## config.mk

```make
export PLATFORM = sky130hd
export DESIGN_NAME = spdmode_ctl
export DESIGN_NICKNAME = d
export VERILOG_FILES = /design/src/rtl/spdmode_ctl.sv
export SDC_FILE = /design/constraint.sdc
export NUM_CORES = 1
export LEC_CHECK = 0
export BUFFER_PORTS_ARGS = -buffer_cell sky130_fd_sc_hd__buf_2
export CAP_MARGIN = 20
export CORE_MARGIN = 1
export CORE_UTILIZATION = 48
export CTS_BUF_LIST = sky130_fd_sc_hd__clkbuf_16
export DETAILED_ROUTE_END_ITERATION = 6
export PLACE_DENSITY_LB_ADDON = 0.08
export SLEW_MARGIN = 20
export SYNTH_ARGS = -nofsm -noshare
export SYNTH_HDL_FRONTEND = slang
export SYNTH_SLANG_ARGS = --single-unit
```

## constraint.sdc

```tcl
create_clock -name clk -period 2.1 [get_ports clk]
set_clock_uncertainty 0.1 [all_clocks]
set_input_delay 0 -clock clk [delete_from_list [all_inputs] [get_ports clk]]
set_output_delay 0 -clock clk [all_outputs]
set_load 0.02 [all_outputs]
```

## src/rtl/spdmode_ctl.sv

```systemverilog
module spdmode_ctl #(
  parameter int DIV_W = 4,
  parameter int SRC_W = 2
) (
  input  logic                   clk,
  input  logic                   rst_n,
  input  logic                   spd_strobe,
  input  logic [DIV_W+SRC_W+1:0] spd_imm,
  input  logic                   irq_enter,
  input  logic                   irq_return,
  input  logic                   ret_restore,
  input  logic                   isr_wr,
  input  logic [DIV_W+SRC_W+1:0] isr_wdata,
  input  logic                   flash_busy,
  output logic [DIV_W-1:0]       cur_div,
  output logic [SRC_W-1:0]       cur_src,
  output logic                   cur_osc_off,
  output logic                   cur_pll_off,
  output logic [DIV_W+SRC_W+1:0] isr_rdata,
  output logic                   illegal_seq,
  output logic                   busy_err
);
  localparam int SW = DIV_W + SRC_W + 2;

  logic [SW-1:0] act_q, isr_q, save_q;
  logic          prev_q, ill_q, berr_q;

  wire no_irq      = ~irq_enter & ~irq_return;
  wire fresh       = spd_strobe & ~prev_q;
  wire spd_take    = fresh & no_irq & ~flash_busy;
  wire spd_blocked = fresh & no_irq & flash_busy;

  always_ff @(posedge clk or negedge rst_n) begin
    if (!rst_n) begin
      act_q  <= '0;
      save_q <= '0;
    end else if (irq_enter) begin
      save_q <= act_q;
      act_q  <= isr_q;
    end else if (irq_return) begin
      if (ret_restore) act_q <= save_q;
    end else if (spd_take) begin
      act_q <= spd_imm;
    end
  end

  always_ff @(posedge clk or negedge rst_n) begin
    if (!rst_n) begin
      isr_q  <= '0;
      prev_q <= 1'b0;
      ill_q  <= 1'b0;
      berr_q <= 1'b0;
    end else begin
      prev_q <= spd_strobe;
      ill_q  <= spd_strobe & prev_q;
      if (isr_wr) isr_q <= isr_wdata;
      if (spd_blocked)  berr_q <= 1'b1;
      else if (isr_wr)  berr_q <= 1'b0;
    end
  end

  assign cur_div     = act_q[DIV_W-1:0];
  assign cur_src     = act_q[DIV_W+SRC_W-1:DIV_W];
  assign cur_osc_off = act_q[SW-2];
  assign cur_pll_off = act_q[SW-1];
  assign isr_rdata   = isr_q;
  assign illegal_seq = ill_q;
  assign busy_err    = berr_q;
endmodule

```

After elaboration in Yosys (flattened, before gate mapping):

Cells that the tools add are included.

* $add $sub $neg: 0
* multipliers: 0
* div/mod/pow operators: 0
* magnitude comparators: 0
* equal/unequal tests: 1
* shift operators: 0
* multiplexer cells: 6
* bitwise operators: 10
* reductions and logical operators: 3

Operators by type and width (count)
* 8-bit 2-to-1 mux: 4
* 1-bit bitwise AND: 6
* 1-bit NOT: 4
* 3-bit by 2-bit inequality test with 1-bit output (second input constant): 1
* 3-bit nonzero test: 1
* 1-bit 2-to-1 mux: 2
* 2-bit AND reduction: 1
* 2-bit nonzero test: 1

* register bits: 27
* bits in latches: 0
* memory bits (writable): 0
* ROM bits: 0
* input bits: 24
* output and inout port bits: 18
* logic and storage cells: 26
* memories: 0

Logic depth before layout (Yosys ltp):

Gate-level depths: netlist of the first run.

* word-level depth: 7
* mapped depth: 5
* gate-level depth less buffers: 3

Least setup slack after synthesis of the first run:

No wires, ideal clock.

* path kind: register to register
* from: reg prev_q
* to: reg act_q[0]
* arrival: 1.592 ns
* path slack: 0.282 ns
* cell stages (with the launch flop): 6
* buffers on the path: 2
* clock period less this slack: 1.818 ns
* cells stage by stage: dfrtp_1 > or4b_4 > buf_6 > and3b_1 > buf_6 > a221o_1

* cells in the longest elaborated chain, start to end: 6

RTL lines
* from (decl): line 26 `logic prev_q, ill_q, berr_q;`
* from (signal assigned): line 54 `prev_q <= spd_strobe;`
* 1-bit NOT: line 29 `wire fresh = spd_strobe & ~prev_q;`
* 1-bit bitwise AND: line 29
* 1-bit bitwise AND (2 in a row): line 30 `wire spd_take = fresh & no_irq & ~flash_busy;`
* 3-bit nonzero test (no line)
* 2-bit AND reduction (no line)
* to (signal assigned): line 39 `act_q <= isr_q;`
* to (signal assigned): line 41 `if (ret_restore) act_q <= save_q;`
* to (signal assigned): line 43 `act_q <= spd_imm;`
* to (decl): line 25 `logic [SW-1:0] act_q, isr_q, save_q;`

No other way between the ends.
A chain may end at the register's enable or synchronous reset.

Worst setup path in the final report of the first run:

* from: reg prev_q
* to: reg act_q[7]

The elaborated chain is that of the path after synthesis.

==> results.sh, run 1 <==
export IMPL_path_class="register to register"
export IMPL_crit_required_ns=2.14
export IMPL_drt_initial_drc_count=15
export IMPL_crit_slowest_cell="or4b_4"
export IMPL_clk_pin_slew_ns=0.07
export IMPL_startpoint_type="register"
export IMPL_end_kind="register"
export IMPL_r2r_start="prev_q"
export IMPL_most_common_layout_cells="buf_2, dfrtp_1, mux2_2, dlygate4sd3_1"
export IMPL_wl_mm=2.50
export IMPL_worstRegToRegCells=3
export IMPL_yosysUniqueCellTypes=15
export IMPL_wl_per_cell_um=15.6
export IMPL_slew_headroom_pct=60.4
export IMPL_placed_area_sq_mm=0.00138
export IMPL_dpl_hpwl_mm=1.62
export IMPL_synth_main_ff_cell="dfrtp_1"
export IMPL_n_antenna_cell=0
export IMPL_grt_pass1_wl_mm=3.89
export IMPL_max_stage_delay_ns=0.60
export IMPL_clk_latency_ns=0.26
export IMPL_async_reset_ff_share_pct=100
export IMPL_firstDrtPassIters=4
export IMPL_powerDensity_mw_per_mm2=841
export IMPL_p_sw_uw=346
export IMPL_seqCellArea_sq_um=676
export IMPL_synth_edff_count=0
export IMPL_switching_share_pct=26.3
export IMPL_p_comb_share_pct=19.4
export IMPL_htree_levels=1
export IMPL_row_count=17
export IMPL_die_area_sq_mm=0.00264
export IMPL_drive_gt1_share_pct=47.7
export IMPL_nets=157
export IMPL_leakage_uw=0.000749
export IMPL_n_fill_cell=177
export IMPL_clk_path_buf_depth=2
export IMPL_hp_class="input port to register"
export IMPL_crit_buf_inv=0
export IMPL_grt_use_met1_pct=27.9
export IMPL_worstPathCellList="or4b_4 -> and3b_1 -> a221o_1"
export IMPL_syn_inst=82
export IMPL_grtUsageTotal_pct=20.4
export IMPL_period_minus_slack_ns=1.89
export IMPL_hold_path_depth=2
export IMPL_overflow=0
export IMPL_grt_max_degree=28
export IMPL_top_usage_layer="met2"
export IMPL_ys_seq_elements=27
export IMPL_cp_top_family="simple AND/OR/NAND/NOR gates"
export IMPL_tightest_slew_ns=0.594
export IMPL_hold_viol=0
export IMPL_portBuffers=41
export IMPL_setup_violations=0
export IMPL_multiInputGateArea_sq_um=450
export IMPL_p_seq_share_pct=48.4
export IMPL_status="completed"
export IMPL_cts_tree="done"
export IMPL_ant_nets=0
export IMPL_rsz0062_at_grt="false"
export IMPL_cts_made_buffers=3
export IMPL_cp_arrival_ns=1.93
export IMPL_finalWeightedCongestion=0.666
export IMPL_synth_area_sq_mm=0.00117
export IMPL_boundaryPins=42
export IMPL_final_common_cell="buf_2"
export IMPL_cap_violations=0
export IMPL_synth_warnings=0
export IMPL_via_count=882
export IMPL_final_util_pct=69.5
export IMPL_irDropWorstVdd_v=0.000557
export IMPL_fin_setup_tns_ns=0
export IMPL_cts_root_buf="clkbuf_16"
export IMPL_area_growth_pct=33.7
export IMPL_die_x_um=51.4
export IMPL_syn_num_nets=106
export IMPL_p_clk_share_pct=32.2
export IMPL_reg2reg_slack_ns=0.21
export IMPL_start_util_pct=52.0
export IMPL_use_met3_pct=2.98
export IMPL_stdcell_area_sq_mm=0.00157
export IMPL_drc=0
export IMPL_fin_crit_sh_pct=89.9
export IMPL_coreArea_sq_mm=0.00225
export IMPL_hp_start="isr_wr"
export IMPL_worstHoldEndpoint="busy_err"
export IMPL_antenna_found_initial=0
export IMPL_avgSynthCellArea_sq_um=14.3
export IMPL_max_freq_mhz=530
export IMPL_viasPerCell=5.51
export IMPL_cts_resized=0
export IMPL_cp_max_fo=9
export IMPL_grt_util_met2_pct=32.5
export IMPL_slew_viol_final=0
export IMPL_seq_area_frac_synth_pct=57.6
export IMPL_rr_endpoint="act_q[7]"
export IMPL_power_internal_uw=971
export IMPL_cts_sinks=27
export IMPL_dieHeight_um=51.4
export IMPL_grt_pass1_vias=818
per-layer routing:
layer | up-vias | share of wire (%)
met1 | 418 | 45
met4 | 0 | 0.84
met5 | - | 0
met2 | 45 | 48
li1 | 415 | -
met3 | 4 | 5.9
synth_stat cells (2+ instances only):
cell,n,area [sq um]
dfrtp_1,27,676
mux2_2,16,180
a211oi_1,8,60.1
a221o_1,8,80.1
mux2i_1,8,80.1
clkbuf_1,4,15.0
buf_6,2,22.5
nand2_1,2,7.51
logic make-up (layout without fill, tap and decap cells):
kind of cell / Yosys count / in the layout / synth area share (%)
AND/OR/NAND/NOR: 6 / 6 / 3.84
flip-flops: 27 / 27 / 57.6
buffers and inverters: 8 / 58 / 3.95
AO/OA/AOI/OAI: 17 / 17 / 12.4
multiplexers: 24 / 24 / 22.2
flip-flops by register name, indices dropped and copies added (netlist names):
| register | cells |
|---|---|
| act_q | 8 |
| busy_err | 1 |
| illegal_seq | 1 |
| isr_rdata | 8 |
| prev_q | 1 |
| save_q | 8 |
layout make-up:
| cell class | instances | share of cell area, % |
|---|---|---|
| clock buffers | 3 | 4.79 |
| clock inverters | 1 | 0.319 |
| inverters | 1 | 0.239 |
| multi-input cells | 47 | 28.7 |
| flip-flops and latches | 27 | 43.1 |
| well taps | 28 | 2.23 |
| repair buffers | 53 | 20.6 |
how the worst max path moves through the flow:
stage               cells past startpoint  slack (ns)  startpoint       end
CTS                                     3        0.21      prev_q  act_q[7]
finish                                  3        0.21      prev_q  act_q[7]
global route                            3        0.17      prev_q  act_q[7]
floorplan                               5        0.28      prev_q  act_q[0]
global placement                        3        0.29      prev_q  act_q[0]
detailed placement                      3        0.23      prev_q  act_q[5]
power groups by stage:
stage          clock network (uW)  logic [uW]  registers, uW
2_1_floorplan                   0         109            682
3_3_place_gp                    0         236            639
3_5_place_dp                    0         242            644
4_1_cts                       433         258            636
5_1_grt                       457         275            645
6_report                      424         256            638
through the flow:
stage                     hold slack [ns]  worst slack, ns  std cells  power (uW)
after CTS                          0.0343            0.213        160        1330
after global placement            -0.0667            0.292        145         875
after global routing               0.0573            0.168        160        1380
after floorplan                    -0.396            0.282         82         792
after detailed placement          -0.0573            0.233        145         886
final                              0.0183            0.212        160        1320
timing repair:
action | CTS | global route
hold endpoints to repair | 38 | 0
hold buffers | 11 | 0
setup buffers | 0 | 0
Note: power is estimated with default switching activity, not from simulation.
==> run 2, diff against run 1 <==
--- a/config.mk
+++ b/config.mk
@@ -7,6 +7,7 @@
 export LEC_CHECK = 0
 export BUFFER_PORTS_ARGS = -buffer_cell sky130_fd_sc_hd__buf_2
 export CAP_MARGIN = 20
+export CORE_ASPECT_RATIO = 1.1
 export CORE_MARGIN = 1
 export CORE_UTILIZATION = 48
 export CTS_BUF_LIST = sky130_fd_sc_hd__clkbuf_16
==> run 2 against run 1 <==
Effect of this change: sequential cell count did not move; wire length fell by 8.7%; clock power fell by 3%; worst setup slack improved by 0.018 ns; maximum frequency rose by 0.95%; final cell count rose by 1.3%; non-clock buffer count did not move; combinational power barely moved; highest routed layer unchanged; hold slack improved by 0.031 ns; first-iteration DRC count rose by 27%.
==> results.sh, run 2 (synthesis gave the netlist of run 1 again) <==
export IMPL_r2r_start="prev_q"
export IMPL_hold_path_depth=2
export IMPL_firstDrtPassIters=4
export IMPL_cts_sinks=27
export IMPL_cp_arrival_ns=1.90
export IMPL_antenna_found_initial=0
export IMPL_fin_setup_tns_ns=0
export IMPL_setup_violations=0
export IMPL_die_area_sq_mm=0.00264
export IMPL_dpl_hpwl_mm=1.53
export IMPL_finalWeightedCongestion=0.701
export IMPL_fin_crit_sh_pct=89.1
export IMPL_cts_tree="done"
export IMPL_portBuffers=41
export IMPL_viasPerCell=5.40
export IMPL_slew_viol_final=0
export IMPL_placed_area_sq_mm=0.00138
export IMPL_max_freq_mhz=535
export IMPL_dieHeight_um=53.8
export IMPL_coreArea_sq_mm=0.00227
export IMPL_drc=0
export IMPL_worstRegToRegCells=3
export IMPL_routedLengthMet1_mm=1.04
export IMPL_cap_violations=0
export IMPL_grt_max_degree=28
export IMPL_leakage_uw=0.000750
export IMPL_hold_viol=0
export IMPL_reg2reg_slack_ns=0.23
export IMPL_period_minus_slack_ns=1.87
export IMPL_wl_met3_um=115
export IMPL_hp_class="input port to register"
export IMPL_n_antenna_cell=0
export IMPL_status="completed"
export IMPL_grt_pass1_vias=817
export IMPL_drt_initial_drc_count=19
export IMPL_postCtsSetupBuffers=0
export IMPL_powerDensity_mw_per_mm2=827
export IMPL_row_count=18
export IMPL_boundaryPins=42
export IMPL_dr_wl_met2_mm=1.11
export IMPL_cts_resized=0
export IMPL_clk_pin_slew_ns=0.06
export IMPL_die_x_um=49.1
export IMPL_cts_root_buf="clkbuf_16"
export IMPL_stdcell_area_sq_mm=0.00157
export IMPL_end_kind="register"
export IMPL_irDropWorstVdd_v=0.000631
export IMPL_htree_levels=1
export IMPL_ant_nets=0
export IMPL_nets=157
export IMPL_hp_start="isr_wr"
export IMPL_clk_path_buf_depth=2
export IMPL_worstHoldEndpoint="busy_err"
export IMPL_grt_pass1_wl_mm=3.75
export IMPL_cp_max_fo=9
export IMPL_final_common_cell="buf_2"
export IMPL_startpoint_type="register"
export IMPL_start_util_pct=51.5
export IMPL_overflow=0
export IMPL_slew_headroom_pct=60.5
export IMPL_top_layer="met4"
export IMPL_area_growth_pct=33.8
export IMPL_most_common_layout_cells="buf_2, dfrtp_1, mux2_2, dlygate4sd3_1"
export IMPL_rr_endpoint="act_q[4]"
export IMPL_rsz0062_at_grt="false"
export IMPL_tightest_slew_ns=0.593
export IMPL_cts_hold_buf=11
export IMPL_wl_per_cell_um=14.1
export IMPL_path_class="register to register"
export IMPL_cts_made_buffers=3
export IMPL_via_count=875
export IMPL_crit_required_ns=2.13
export IMPL_clk_latency_ns=0.25
export IMPL_drive_gt1_share_pct=47.0
export IMPL_wl_mm=2.28
export IMPL_grtUsageTotal_pct=18.9
-- run 2: cell count changes in the layout (fill, tap and decap cells not counted) --
cell      before  now
clkinv_2       1    0
inv_1          1    2
-- run 2: worst max-delay path by stage --
stage / end / cells after the start / slack [ns] / start
finish: act_q[4] / 3 / 0.23 / prev_q
global route: act_q[3] / 3 / 0.18 / prev_q
CTS: act_q[4] / 3 / 0.23 / prev_q
detailed placement: act_q[3] / 3 / 0.24 / prev_q
global placement: act_q[1] / 3 / 0.29 / prev_q
floorplan: act_q[0] / 5 / 0.28 / prev_q
-- run 2: routing by layer --
metal,up-vias,track usage [%]
met4,0,5.88
met2,34,32.2
met1,427,25.1
met3,2,2.82
met5,-,0
li1,412,-
-- run 2: per-stage QoR --
step	cells	hold slack [ns]	utilization (%)	setup WS (ns)	power, uW
detailed placement	147	-0.0703	60.7	0.237	883
global placement	147	-0.0681	60.7	0.293	876
CTS	162	0.0641	69.0	0.234	1310
finish	162	0.0495	69.0	0.230	1300
global route	162	0.0802	69.0	0.181	1360
floorplan	82	-0.396	-	0.282	792
-- run 2: final cells by class --
class                   instances  area (sq um)
flip-flops and latches         27           676
multi-input cells              47           450
inverters                       1          3.75
repair buffers                 53           323
clock buffers                   3          75.1
clock inverters                 1          3.75
fillers                       182           706
well taps                      30          37.5
-- run 2: where the power goes --
part           internal [uW]  switching, uW
clock network            254            156
logic                    126            129
registers                589           42.8
-- run 2: critical path, cell delays in order (launching register included) --
cell	delay, ns
dfrtp_1	0.39
or4b_4	0.59
and3b_1	0.31
a221o_1	0.36
